<file path="config.mk">
export PLATFORM = sky130hd
export DESIGN_NAME = irq_mask_aggregator
export DESIGN_NICKNAME = d
export VERILOG_FILES = /design/src/rtl/intr_agg_pkg.sv /design/src/rtl/irq_ack_decode.sv /design/src/rtl/irq_read_mux.sv /design/src/rtl/irq_mask_aggregator.sv
export SDC_FILE = /design/constraint.sdc
export NUM_CORES = 1
export LEC_CHECK = 0
export ABC_AREA = 1
export CAP_MARGIN = 10
export CORE_MARGIN = 1
export CORE_UTILIZATION = 48
export DETAILED_ROUTE_END_ITERATION = 7
export PLACE_DENSITY = 0.78
export SKIP_CTS_REPAIR_TIMING = 1
export SLEW_MARGIN = 30
export SYNTH_ARGS = -nofsm -noshare
export SYNTH_HDL_FRONTEND = slang
export SYNTH_SLANG_ARGS = --single-unit
</file>
<file path="constraint.sdc">
create_clock -name clk -period 1.2 [get_ports clk]
set_input_delay 0.24 -clock clk [delete_from_list [all_inputs] [get_ports clk]]
set_output_delay 0.24 -clock clk [all_outputs]
set_load 0.05 [all_outputs]
</file>
<file path="src/rtl/intr_agg_pkg.sv">
package intr_agg_pkg;

    localparam int DATA_W = 8;
    localparam int SEL_W  = 3;
    localparam int IDX_W  = 4;

    typedef enum logic [SEL_W-1:0] {
        SEL_PMASK = 3'd0,
        SEL_SMASK = 3'd1,
        SEL_ACK   = 3'd2,
        SEL_PISR  = 3'd3,
        SEL_SISR  = 3'd4
    } reg_sel_e;

    typedef struct packed {
        logic [DATA_W-1:0] pending;
        logic [DATA_W-1:0] enable;
        logic [DATA_W-1:0] sec_mask;
        logic              irq;
    } agg_state_t;

endpackage

</file>
<file path="src/rtl/irq_ack_decode.sv">
module irq_ack_decode
    import intr_agg_pkg::*;
#(
    parameter int NUM_SRC = 8
) (
    input  logic               ack_valid,
    input  logic [IDX_W-1:0]   ack_idx,
    output logic [NUM_SRC-1:0] clr_vec
);

    for (genvar i = 0; i < NUM_SRC; i++) begin : g_clr
        assign clr_vec[i] = ack_valid && (ack_idx == IDX_W'(i));
    end

    always_comb begin
        if (ack_valid) begin
            a_r4_single_clear: assert ($countones(clr_vec) <= 1);
        end
    end

endmodule

</file>
<file path="src/rtl/irq_read_mux.sv">
module irq_read_mux
    import intr_agg_pkg::*;
#(
    parameter int NUM_SRC = 8
) (
    input  logic [SEL_W-1:0]  rd_sel,
    input  logic [DATA_W-1:0] pending,
    input  logic [DATA_W-1:0] enable,
    input  logic [DATA_W-1:0] sec_mask,
    output logic [DATA_W-1:0] rd_data
);

    localparam logic [DATA_W-1:0] SRC_MASK = DATA_W'((1 << NUM_SRC) - 1);

    always_comb begin
        case (rd_sel)
            SEL_PMASK: rd_data = ~enable & SRC_MASK;
            SEL_SMASK: rd_data = sec_mask;
            SEL_PISR:  rd_data = pending & SRC_MASK;
            default:   rd_data = '0;
        endcase
    end

    always_comb begin
        if (rd_sel == SEL_SISR) begin
            a_r8_sec_isr_zero: assert (rd_data == '0);
        end
        if (rd_sel == SEL_ACK || rd_sel > SEL_SISR) begin
            a_r10_unused_read_zero: assert (rd_data == '0);
        end
    end

endmodule

</file>
<file path="src/rtl/irq_mask_aggregator.sv">
module irq_mask_aggregator
    import intr_agg_pkg::*;
#(
    parameter int NUM_SRC = 8
) (
    input  logic               clk,
    input  logic               rst_n,
    input  logic               wr_en,
    input  logic [SEL_W-1:0]   wr_sel,
    input  logic [DATA_W-1:0]  wr_data,
    input  logic [SEL_W-1:0]   rd_sel,
    output logic [DATA_W-1:0]  rd_data,
    input  logic [NUM_SRC-1:0] req_in,
    output logic               irq_out
);

    localparam logic [DATA_W-1:0] SRC_MASK = DATA_W'((1 << NUM_SRC) - 1);

    agg_state_t          st_d, st_q;
    logic                ack_valid;
    logic [NUM_SRC-1:0]  ack_clr;
    logic [DATA_W-1:0]   clr_ext;
    logic [DATA_W-1:0]   req_ext;

    assign ack_valid = wr_en && (wr_sel == SEL_ACK);
    assign clr_ext   = DATA_W'(ack_clr);
    assign req_ext   = DATA_W'(req_in);

    irq_ack_decode #(
        .NUM_SRC (NUM_SRC)
    ) u_ack_decode (
        .ack_valid (ack_valid),
        .ack_idx   (wr_data[IDX_W-1:0]),
        .clr_vec   (ack_clr)
    );

    // Next-state process: requests are OR-ed after the clear so a set wins.
    always_comb begin
        st_d = st_q;
        if (wr_en && wr_sel == SEL_PMASK) begin
            st_d.enable = ~wr_data & SRC_MASK;
        end
        if (wr_en && wr_sel == SEL_SMASK) begin
            st_d.sec_mask = wr_data;
        end
        st_d.pending = ((st_q.pending & ~clr_ext) | req_ext) & SRC_MASK;
        st_d.irq     = |(st_d.pending & st_d.enable);
    end

    always_ff @(posedge clk or negedge rst_n) begin
        if (!rst_n) begin
            st_q <= '0;
        end else begin
            st_q <= st_d;
        end
    end

    irq_read_mux #(
        .NUM_SRC (NUM_SRC)
    ) u_read_mux (
        .rd_sel   (rd_sel),
        .pending  (st_q.pending),
        .enable   (st_q.enable),
        .sec_mask (st_q.sec_mask),
        .rd_data  (rd_data)
    );

    assign irq_out = st_q.irq;

    a_r2_mask_inverted: assert property (@(posedge clk) disable iff (!rst_n)
        (wr_en && wr_sel == SEL_PMASK) |=> (rd_sel != SEL_PMASK ||
            rd_data == ($past(wr_data) & SRC_MASK)));

    a_r3_req_captured: assert property (@(posedge clk) disable iff (!rst_n)
        (|req_in) |=> ((st_q.pending & DATA_W'($past(req_in))) == DATA_W'($past(req_in))));

    a_r4_ack_clears: assert property (@(posedge clk) disable iff (!rst_n)
        ((|ack_clr) && ((ack_clr & req_in) == '0))
            |=> ((st_q.pending & DATA_W'($past(ack_clr))) == '0));

    a_r6_irq_tracks: assert property (@(posedge clk) disable iff (!rst_n)
        irq_out == (|(st_q.pending & st_q.enable)));

    a_r9_smask_stored: assert property (@(posedge clk) disable iff (!rst_n)
        (wr_en && wr_sel == SEL_SMASK) |=> (st_q.sec_mask == $past(wr_data)));

endmodule

</file>
Word level (Yosys, flattened, before mapping)
Cells that the tools add are included.
{"block": "totals", "ff_bits": 25, "latchBits": 0, "mem_bits_rw": 0, "romBits": 0, "in_bits": 25, "output_inout_bits": 9, "elab_cells": 38, "memories": 0}
{"block": "op_classes", "addsub": 0, "n_mul": 0, "div": 0, "n_lt_le_gt_ge": 0, "eq_ne": 11, "shifts": 0, "muxes": 2, "n_bitwise": 6, "n_reduce_logical": 15}
{"operator": "$not 8->8", "count": 3}
{"operator": "$pmux 8 s3", "count": 1}
{"operator": "$and 8x8->8", "count": 2}
{"operator": "$eq 4x3->1 const B", "count": 4}
{"operator": "$logic_and 1x1->1", "count": 11}
{"operator": "$eq 4x2->1 const B", "count": 2}
{"operator": "$mux 8", "count": 1}
{"operator": "$or 8x8->8", "count": 1}
{"operator": "$reduce_or 8->1", "count": 1}
{"operator": "$eq 3x1->1 const B", "count": 2}
{"operator": "$eq 3x2->1 const B", "count": 2}
{"operator": "$logic_not 3->1", "count": 2}
{"operator": "$eq 4x1->1 const B", "count": 1}
{"operator": "$logic_not 4->1", "count": 1}

Longest topological paths before layout
Gate-level depths: netlist of run 1.
{"block": "logic_depth", "depth_word": 8, "mapped_depth": 10, "ltp_nobuf": 10}

Cells and area by module
Synthesis of run 1 repeated with hierarchy kept, for this count alone.
{"block": "hier_totals", "hier_cells": 169, "area_unflattened_um2": 1457.6}
{"module": "irq_mask_aggregator", "n_inst": 1, "cells_per_inst": 103, "area_each_um2": 1091.0, "seq_area_each_um2": 625.6}
{"module": "irq_read_mux", "n_inst": 1, "cells_per_inst": 48, "area_each_um2": 286.5, "seq_area_each_um2": 0.0}
{"module": "irq_ack_decode", "n_inst": 1, "cells_per_inst": 18, "area_each_um2": 80.1, "seq_area_each_um2": 0.0}

Least setup slack after synthesis of run 1
Ideal clock, no wire load.
{"block": "synth_path", "path_kind": "input to output", "startpoint": "in rd_sel[2]", "endpoint": "out rd_data[0]", "t_arrival_ns": 1.243, "t_required_ns": 0.960, "slack_ns": -0.283, "path_stages": 3, "n_path_buf": 0, "cell_sequence": "nor3b_1 -> nand2_1 -> nand3_1"}
{"block": "synth_via", "elab_chain_len": 2, "elab_cells_between_ends": 4, "classes_between": "eq/ne: 2; mux: 1; reduce/logical: 1"}
{"item": "start: declaration", "line_no": "irq_mask_aggregator.sv:11", "text": "input logic [SEL_W-1:0] rd_sel,"}
{"item": "$eq 3x2->1 (tied with other cells)", "line_no": "irq_read_mux.sv:16", "text": "case (rd_sel)"}
{"item": "$pmux 8 s3 *", "line_no": "irq_read_mux.sv:16"}
{"item": "end: declaration", "line_no": "irq_mask_aggregator.sv:12", "text": "output logic [DATA_W-1:0] rd_data,"}
Mark *: on every way between the ends. The rest lies on a longest branch, timed or not.

Worst setup path after layout of run 1
{"block": "layout_path", "startpoint": "reg st_q[6] (netlist name)", "endpoint": "out rd_data[5]"}
{"block": "layout_via", "elab_chain_len": 1}
{"item": "start: declaration", "line_no": "irq_mask_aggregator.sv:19", "text": "agg_state_t st_d, st_q;"}
{"item": "start signal: assignment", "line_no": "irq_mask_aggregator.sv:54", "text": "st_q <= st_d;"}
{"item": "$pmux 8 s3", "line_no": "irq_read_mux.sv:16"}
No other way between the ends.

==> impl_metrics.yaml, run 1 <==
status:
  status: "finished with violations"
  violations: "setup timing"
clocking:
  clkTransAtPathRegs_ns: 0.14
  cts_made_buffers: 3
  cts_tree: "built"
  clock_tree.buffer_depth: 2
  clk_latency_ns: 0.32
  cts.sinks: 25
  cts_root_buffer: "clkbuf_4"
  h-tree-depth: 1
floorplanning:
  dieArea_um2: 2940
  start_util_pct: 52.0
  ios: 34
  coreArea_um2: 2520
  rows: 18
  die_x_um: 54.3
  die_h_um: 54.3
sta:
  hold_viol: 0
  report.final.setup_viol: 8
  worstMarginPinSlew_ns: 0.184
  slew_violations: 0
  slew_headroom_pct: 87.6
  period_minus_slack_ns: 1.32
  finalCritPeriodShare_pct: 110
  skew_ns: 0.00857
  worst_slack_ns: -0.123
  fmax_mhz: 756
  rsz0062_at_grt: "yes"
final_layout:
  drive_gt1_share_pct: 33.9
  antenna-diode-count: 0
  final_nets: 274
  stdcell_area_um2: 2120
  n_fill_cell: 160
  areaGrowthSynthToFinish_pct: 61.9
  layout_common_cells: "nand2_1 (78), buf_4 (28), dfrtp_1 (25)"
  final_util_pct: 84.2
  mostFrequentLayoutCell: "nand2_1"
synthesis:
  synth_area_um2: 1310
  avgSynthCellArea_um2: 7.24
  synth_cells: 181
  synth_cell_type_count: 17
  yosysWarnings: 0
  synth_seq_cells: 25
  synth_nets: 206
  synth-seq-area-share_pct: 47.7
critical_path:
  max_stage_delay_ns: 0.42
  crit_path_top_delay_cell: "dfrtp_1"
  worstPathMaxFanout: 2
  criticalPathCategory: "flop to primary output"
  arrival_ns: 1.08
  worstSetupStartpointType: "flop"
  cpLargestDelayFamily: "flip-flops"
  path_cells: "nand2_1, nand3_2, buf_12"
  endpoint_kind: "primary output"
  crit_buf_inv: 1
  required_ns: 0.96
place:
  place_ws_ns: -0.545
  post_dp_cell_area_um2: 1950
  gp_congestion: 0.921
  hpwlAfterDp_um: 2620
  numPortBuffers: 33
pwr:
  ir_worst_vdd_v: 0.000924
  leakagePower_nw: 1.16
  powerDensity_nw_per_um2: 1030
route:
  dr.pass1.iters: 4
  routed_via_density: 5.11
  drc: 0
  wire_per_inst_um: 13.7
  drtIter0Drc: 55
  final_antenna_net_count: 0
  wirelength_um: 3810
  vias: 1420
global_routing:
  grt_max_degree: 26
  grt_pass1_wl_um: 5240
  gr-total-overflow: 0
  grt_pass1_vias: 1256
  grt.total_usage_pct: 25.3
  antenna_found_initial: 0
run:
  drv_cap: 0
min_path:
  hold_class: "input port to flop"
kinds of logic after synthesis:
logic type	Yosys count	synth area share [%]
simple gates	115	36.9
buf+inv	28	8.59
flops	25	47.7
compound gates	11	5.06
mux	2	1.72
layer usage:
layer  vias to the layer above  track usage [%]  wire length (um)
li1                        695                -                 -
met1                       661             29.2              1570
met2                        58             48.8              2020
met3                         6             3.06               177
met4                         0             5.56                29
met5                         -                0                 0
power by group:
| part | switching (W) | leakage [nW] | total (W) | internal (W) |
|---|---|---|---|---|
| Combinational | 0.000399 | 0.862 | 0.000788 | 0.000389 |
| Sequential | 0.0000613 | 0.279 | 0.00101 | 0.000949 |
| Clock | 0.000255 | 0.0177 | 0.000380 | 0.000125 |
state kept, by name, summed over array words and instances (netlist names):
signal / flops
st_q: 24
irq_out: 1
area by class of cell:
type / instances / area [um^2] / share of cell area, %
multi-input cells: 129 / 663 / 31.2
clock buffers: 3 / 22.5 / 1.06
inverters: 26 / 97.6 / 4.60
flip-flops and latches: 25 / 626 / 29.5
repair buffers: 64 / 672 / 31.6
clock inverters: 1 / 5.00 / 0.236
well taps: 30 / 37.5 / 1.77
Yosys cell counts (all sizes together):
cell type	instances	share of area (%)
buf	1	0.86
clkbuf	1	0.29
dfrtp	25	48
inv	26	7.4
mux2	2	1.7
nand2	87	25
nand3	10	4.8
nand4	3	1.4
nor2	13	4.9
nor3	1	0.38
nor3b	1	0.57
o21ai	11	5.1
worst paths after layout:
path / cells after the start / start / end / slack [ns]
max: 3 / st_q[6] / rd_data[5] / -0.12
min: 2 / wr_data[2] / st_q[11] / 0.24
min reg2reg: 2 / st_q[8] / st_q[8] / 0.52
min in group asynchronous: 2 / rst_n / st_q[5] / 0.25
max reg2reg: 7 / st_q[20] / irq_out / 0.09
max in group asynchronous: 2 / rst_n / st_q[4] / 0.80
metrics by stage:
| step | instances | setup TNS, ns | hold WS, ns | total power [W] |
|---|---|---|---|---|
| final | 278 | -0.833 | 0.243 | 0.00218 |
| after global routing | 278 | -1.16 | 0.258 | 0.00229 |
| after CTS | 264 | -4.71 | 0.252 | 0.00210 |
| after detailed placement | 260 | -11.32 | 0.473 | 0.00173 |
| after global placement | 260 | -10.02 | 0.469 | 0.00171 |
| after floorplan | 181 | 0 | -0.0556 | 0.00137 |
worst reg2reg max path: stages (launching register included):
cell,delay (ns)
dfrtp_1,0.43
buf_4,0.14
nand2_1,0.05
nand2_1,0.06
nand2_1,0.07
nand2_1,0.06
nor2_1,0.13
nand2_1,0.08
(Power assumes the default switching activity.)
==> inputs of run 2 (changes only) <==
--- a/config.mk
+++ b/config.mk
@@ -10,6 +10,7 @@
 export CORE_MARGIN = 1
 export CORE_UTILIZATION = 48
 export DETAILED_ROUTE_END_ITERATION = 7
+export MAX_ROUTING_LAYER = met4
 export PLACE_DENSITY = 0.78
 export SKIP_CTS_REPAIR_TIMING = 1
 export SLEW_MARGIN = 30
==> run 2 against run 1 <==
Largest power group unchanged. Critical path depth unchanged. Clock power about the same. Highest routed layer unchanged. The run still ends with setup timing left. Register-to-register slack about the same. Sequential share of layout area unchanged. Via count up 0.14%.
==> impl_metrics.yaml, run 2 (same netlist as run 1, synthesis figures left out) <==
clocking:
  h-tree-depth: 1
  cts_root_buffer: "clkbuf_4"
  cts_tree: "built"
  cts.sinks: 25
  clock_tree.buffer_depth: 2
  clkTransAtPathRegs_ns: 0.15
  clk_latency_ns: 0.31
  cts_made_buffers: 3
global_routing:
  grt_max_degree: 26
  grt_pass1_wl_um: 5230
  antenna_found_initial: 0
  grt.total_usage_pct: 26.0
  grt_pass1_vias: 1257
  gr-total-overflow: 0
route:
  final_antenna_net_count: 0
  drtIter0Drc: 60
  vias: 1422
  dr.pass1.iters: 4
  wirelength_um: 3810
  drc: 0
  wire_per_inst_um: 13.7
  routed_via_density: 5.12
floorplanning:
  ios: 34
  dieArea_um2: 2940
  start_util_pct: 52.0
  die_x_um: 54.3
  rows: 18
  die_h_um: 54.3
  coreArea_um2: 2520
place:
  post_dp_cell_area_um2: 1950
  place_ws_ns: -0.545
  numPortBuffers: 33
  hpwlAfterDp_um: 2620
  gp_congestion: 0.937
final_layout:
  mostFrequentLayoutCell: "nand2_1"
  largest_reg_flops: 24
  areaGrowthSynthToFinish_pct: 61.9
  n_fill_cell: 160
  top_register: "st_q"
  drive_gt1_share_pct: 33.9
  multi_input_area_um2: 663
  layout_common_cells: "nand2_1 (78), buf_4 (28), dfrtp_1 (25)"
  final_util_pct: 84.2
  stdcell_area_um2: 2120
  seq_area_um2: 626
  antenna-diode-count: 0
  final_nets: 274
critical_path:
  crit_buf_inv: 1
  arrival_ns: 1.08
  endpoint_kind: "primary output"
  max_stage_delay_ns: 0.42
  crit_path_top_delay_cell: "dfrtp_1"
  worstPathMaxFanout: 2
  cpLargestDelayFamily: "flip-flops"
  path_cells: "nand2_1, nand3_2, buf_12"
  criticalPathCategory: "flop to primary output"
  worstSetupStartpointType: "flop"
  required_ns: 0.96
sta:
  tns_ns: -0.831
  worstMarginPinSlew_ns: 0.184
  slew_headroom_pct: 87.6
  rsz0062_at_grt: "yes"
  period_minus_slack_ns: 1.32
  skew_ns: 0.00646
  slew_violations: 0
  report.final.setup_viol: 8
  fmax_mhz: 755
  hold_viol: 0
  worst_slack_ns: -0.125
  finalCritPeriodShare_pct: 110
run:
  drv_cap: 0
min_path:
  hold_class: "input port to flop"
status:
  status: "finished with violations"
  violations: "setup timing"
pwr:
  ir_worst_vdd_v: 0.000922
  leakagePower_nw: 1.16
  powerDensity_nw_per_um2: 1030
run 2: cell counts in the layout (fill, tap and decap cells not counted):
No cell type changed its count.
run 2: report_power, final:
part	switching, W	total (W)	leakage [nW]	internal, W
sequential	0.0000614	0.00101	0.279	0.000949
combinational	0.000401	0.000790	0.862	0.000389
clock	0.000257	0.000381	0.0177	0.000125
run 2: worst paths after layout:
path	startpoint	end	slack [ns]	cells past startpoint
max in group asynchronous	rst_n	st_q[4]	0.80	2
max reg2reg	st_q[20]	irq_out	0.08	7
min	wr_data[2]	st_q[11]	0.24	2
max	st_q[6]	rd_data[5]	-0.12	3
min in group asynchronous	rst_n	st_q[15]	0.26	2
min reg2reg	st_q[12]	st_q[12]	0.52	2
run 2: worst reg2reg max path: cells and delay by family (launching register included):
| family | cells | cell delay (ns) |
|---|---|---|
| and+or+nand+nor | 6 | 0.46 |
| DFF | 1 | 0.43 |
| buffers and inverters | 1 | 0.14 |
run 2: layout make-up:
type | count | share of cell area [%]
repair buffers | 64 | 31.6
multi-input cells | 129 | 31.2
flip-flops and latches | 25 | 29.5
inverters | 26 | 4.60
well taps | 30 | 1.77
clock buffers | 3 | 1.06
clock inverters | 1 | 0.236
run 2: per-layer routing:
metal / GRT usage, % / vias up / share of wire (%)
li1: - / 695 / -
met1: 29.2 / 676 / 42
met2: 48.8 / 43 / 54
met3: 3.06 / 8 / 3.3
met4: 5.56 / 0 / 0.95
met5: - / - / 0
run 2: per-stage QoR:
step / hold slack (ns) / power [W] / cells
floorplan: -0.0556 / 0.00137 / 181
global placement: 0.469 / 0.00171 / 260
detailed placement: 0.473 / 0.00173 / 260
CTS: 0.252 / 0.00210 / 264
global route: 0.258 / 0.00229 / 278
finish: 0.245 / 0.00218 / 278
==> inputs of run 3 (changes only) <==
--- a/config.mk
+++ b/config.mk
@@ -9,10 +9,12 @@
 export CAP_MARGIN = 10
 export CORE_MARGIN = 1
 export CORE_UTILIZATION = 48
+export CTS_CLUSTER_SIZE = 25
 export DETAILED_ROUTE_END_ITERATION = 7
 export MAX_ROUTING_LAYER = met4
 export PLACE_DENSITY = 0.78
 export SKIP_CTS_REPAIR_TIMING = 1
+export SKIP_LAST_GASP = 1
 export SLEW_MARGIN = 30
 export SYNTH_ARGS = -nofsm -noshare
 export SYNTH_HDL_FRONTEND = slang
==> run 3 against run 2 <==
The flow still finishes with violations (setup timing). Fmax rose by 0.20%. Global-route usage did not move. Hold slack improved by 0.0011 ns. Clock-buffer cell count did not move. Via count fell by 0.42%. Clock power barely moved. Routed wire length rose by 0.34%. Sequential share of layout area did not move. Total power barely moved. Cell area did not move. Register-to-register slack barely moved. Critical endpoint unchanged.
==> impl_metrics.yaml, run 3 (same netlist as run 1, synthesis figures left out) <==
critical_path:
  timing.rr.start: "st_q[20]"
  crit_buf_inv: 1
  required_ns: 0.96
  path_cells: "nand2_1, nand3_2, buf_12"
  endpoint_kind: "primary output"
  criticalPathCategory: "flop to primary output"
  worstSetupStartpointType: "flop"
  rr_endpoint: "irq_out"
  r2r_cells: 7
  crit_path_top_delay_cell: "dfrtp_1"
  arrival_ns: 1.08
  max_stage_delay_ns: 0.42
  cpLargestDelayFamily: "flip-flops"
  rrSetupSlack_ns: 0.08
  worstPathMaxFanout: 2
final_layout:
  areaGrowthSynthToFinish_pct: 61.9
  final_nets: 274
  instances_no_fill: 278
  antenna-diode-count: 0
  n_fill_cell: 160
  largest_reg_flops: 24
  drive_gt1_share_pct: 33.9
  top_register: "st_q"
  mostFrequentLayoutCell: "nand2_1"
  final_util_pct: 84.2
  layout_common_cells: "nand2_1 (78), buf_4 (28), dfrtp_1 (25)"
sta:
  rsz0062_at_grt: "yes"
  skew_ns: 0.00474
  fmax_mhz: 756
  period_minus_slack_ns: 1.32
  report.final.setup_viol: 8
  worst_slack_ns: -0.122
  worstMarginPinSlew_ns: 0.190
  finalCritPeriodShare_pct: 110
  slew_headroom_pct: 87.3
  slew_violations: 0
  hold_viol: 0
  tns_ns: -0.826
clocking:
  clk_latency_ns: 0.31
  clock_tree.buffer_depth: 2
  cts_made_buffers: 3
  cts_tree: "built"
  cts.sinks: 25
  h-tree-depth: 1
  clkTransAtPathRegs_ns: 0.14
  cts_root_buffer: "clkbuf_4"
global_routing:
  antenna_found_initial: 0
  grtUsageMet1_pct: 29.2
  grt_pass1_vias: 1257
  grt.total_usage_pct: 26.0
  use_met2_pct: 48.8
  gr-total-overflow: 0
  grt_max_degree: 26
  busiest_layer: "met2"
  grt_pass1_wl_um: 5230
  grt_use_met3_pct: 3.06
route:
  drtIter0Drc: 60
  final_antenna_net_count: 0
  wirelength_um: 3820
  dr.pass1.iters: 4
  vias: 1416
  drc: 0
  routed_via_density: 5.09
  wire_per_inst_um: 13.7
min_path:
  hold_depth: 2
  min_to: "st_q[11]"
  hold_class: "input port to flop"
  hold_start: "wr_data[2]"
place:
  gp_congestion: 0.937
  numPortBuffers: 33
  dpl.cell_count: 260
  hpwlAfterDp_um: 2620
floorplanning:
  start_util_pct: 52.0
  dieArea_um2: 2940
  rows: 18
  die_h_um: 54.3
  coreArea_um2: 2520
  ios: 34
  die_x_um: 54.3
run:
  drv_cap: 0
status:
  violations: "setup timing"
  status: "finished with violations"
pwr:
  powerDensity_nw_per_um2: 1030
  ir_worst_vdd_v: 0.000919
  total_power_w: 0.00218
  leakagePower_nw: 1.16
run 3: cell counts in the layout (fill, tap and decap cells not counted):
Identical to the previous run, type by type.
run 3: final cells by class:
type | instances | area (um^2) | share of cell area, %
Clock buffer | 3 | 22.5 | 1.06
Timing Repair Buffer | 64 | 672 | 31.6
Clock inverter | 1 | 5.00 | 0.236
Multi-Input combinational cell | 129 | 663 | 31.2
Inverter | 26 | 97.6 | 4.60
Sequential cell | 25 | 626 | 29.5
Tap cell | 30 | 37.5 | 1.77
run 3: per-stage QoR:
| step | setup slack [ns] | instance area (um^2) | hold slack (ns) |
|---|---|---|---|
| after floorplan | 0.0401 | 1360 | -0.0556 |
| after global placement | -0.499 | 1950 | 0.469 |
| after detailed placement | -0.545 | 1950 | 0.473 |
| after CTS | -0.501 | 1980 | 0.252 |
| after global routing | -0.161 | 2120 | 0.258 |
| final | -0.122 | 2120 | 0.246 |
run 3: worst max path at each step:
stage / startpoint / to / slack [ns] / cells past startpoint
global placement: wr_sel[2] / st_q[5] / -0.50 / 6
floorplan: rd_sel[2] / rd_data[0] / 0.04 / 3
finish: st_q[6] / rd_data[5] / -0.12 / 3
detailed placement: wr_sel[2] / st_q[5] / -0.54 / 6
global route: st_q[11] / rd_data[2] / -0.16 / 4
CTS: rd_sel[1] / rd_data[3] / -0.50 / 7
run 3: power by group:
group	internal (W)	switching [W]
Clock	0.000124	0.000255
Sequential	0.000949	0.0000615
Combinational	0.000389	0.000401
run 3: layer usage:
metal | up-vias | routed length [um] | part of all wire [%]
met3 | 8 | 124 | 3.2
met1 | 673 | 1620 | 42
li1 | 695 | - | -
met4 | 0 | 36 | 0.94
met2 | 40 | 2040 | 53
met5 | - | 0 | 0
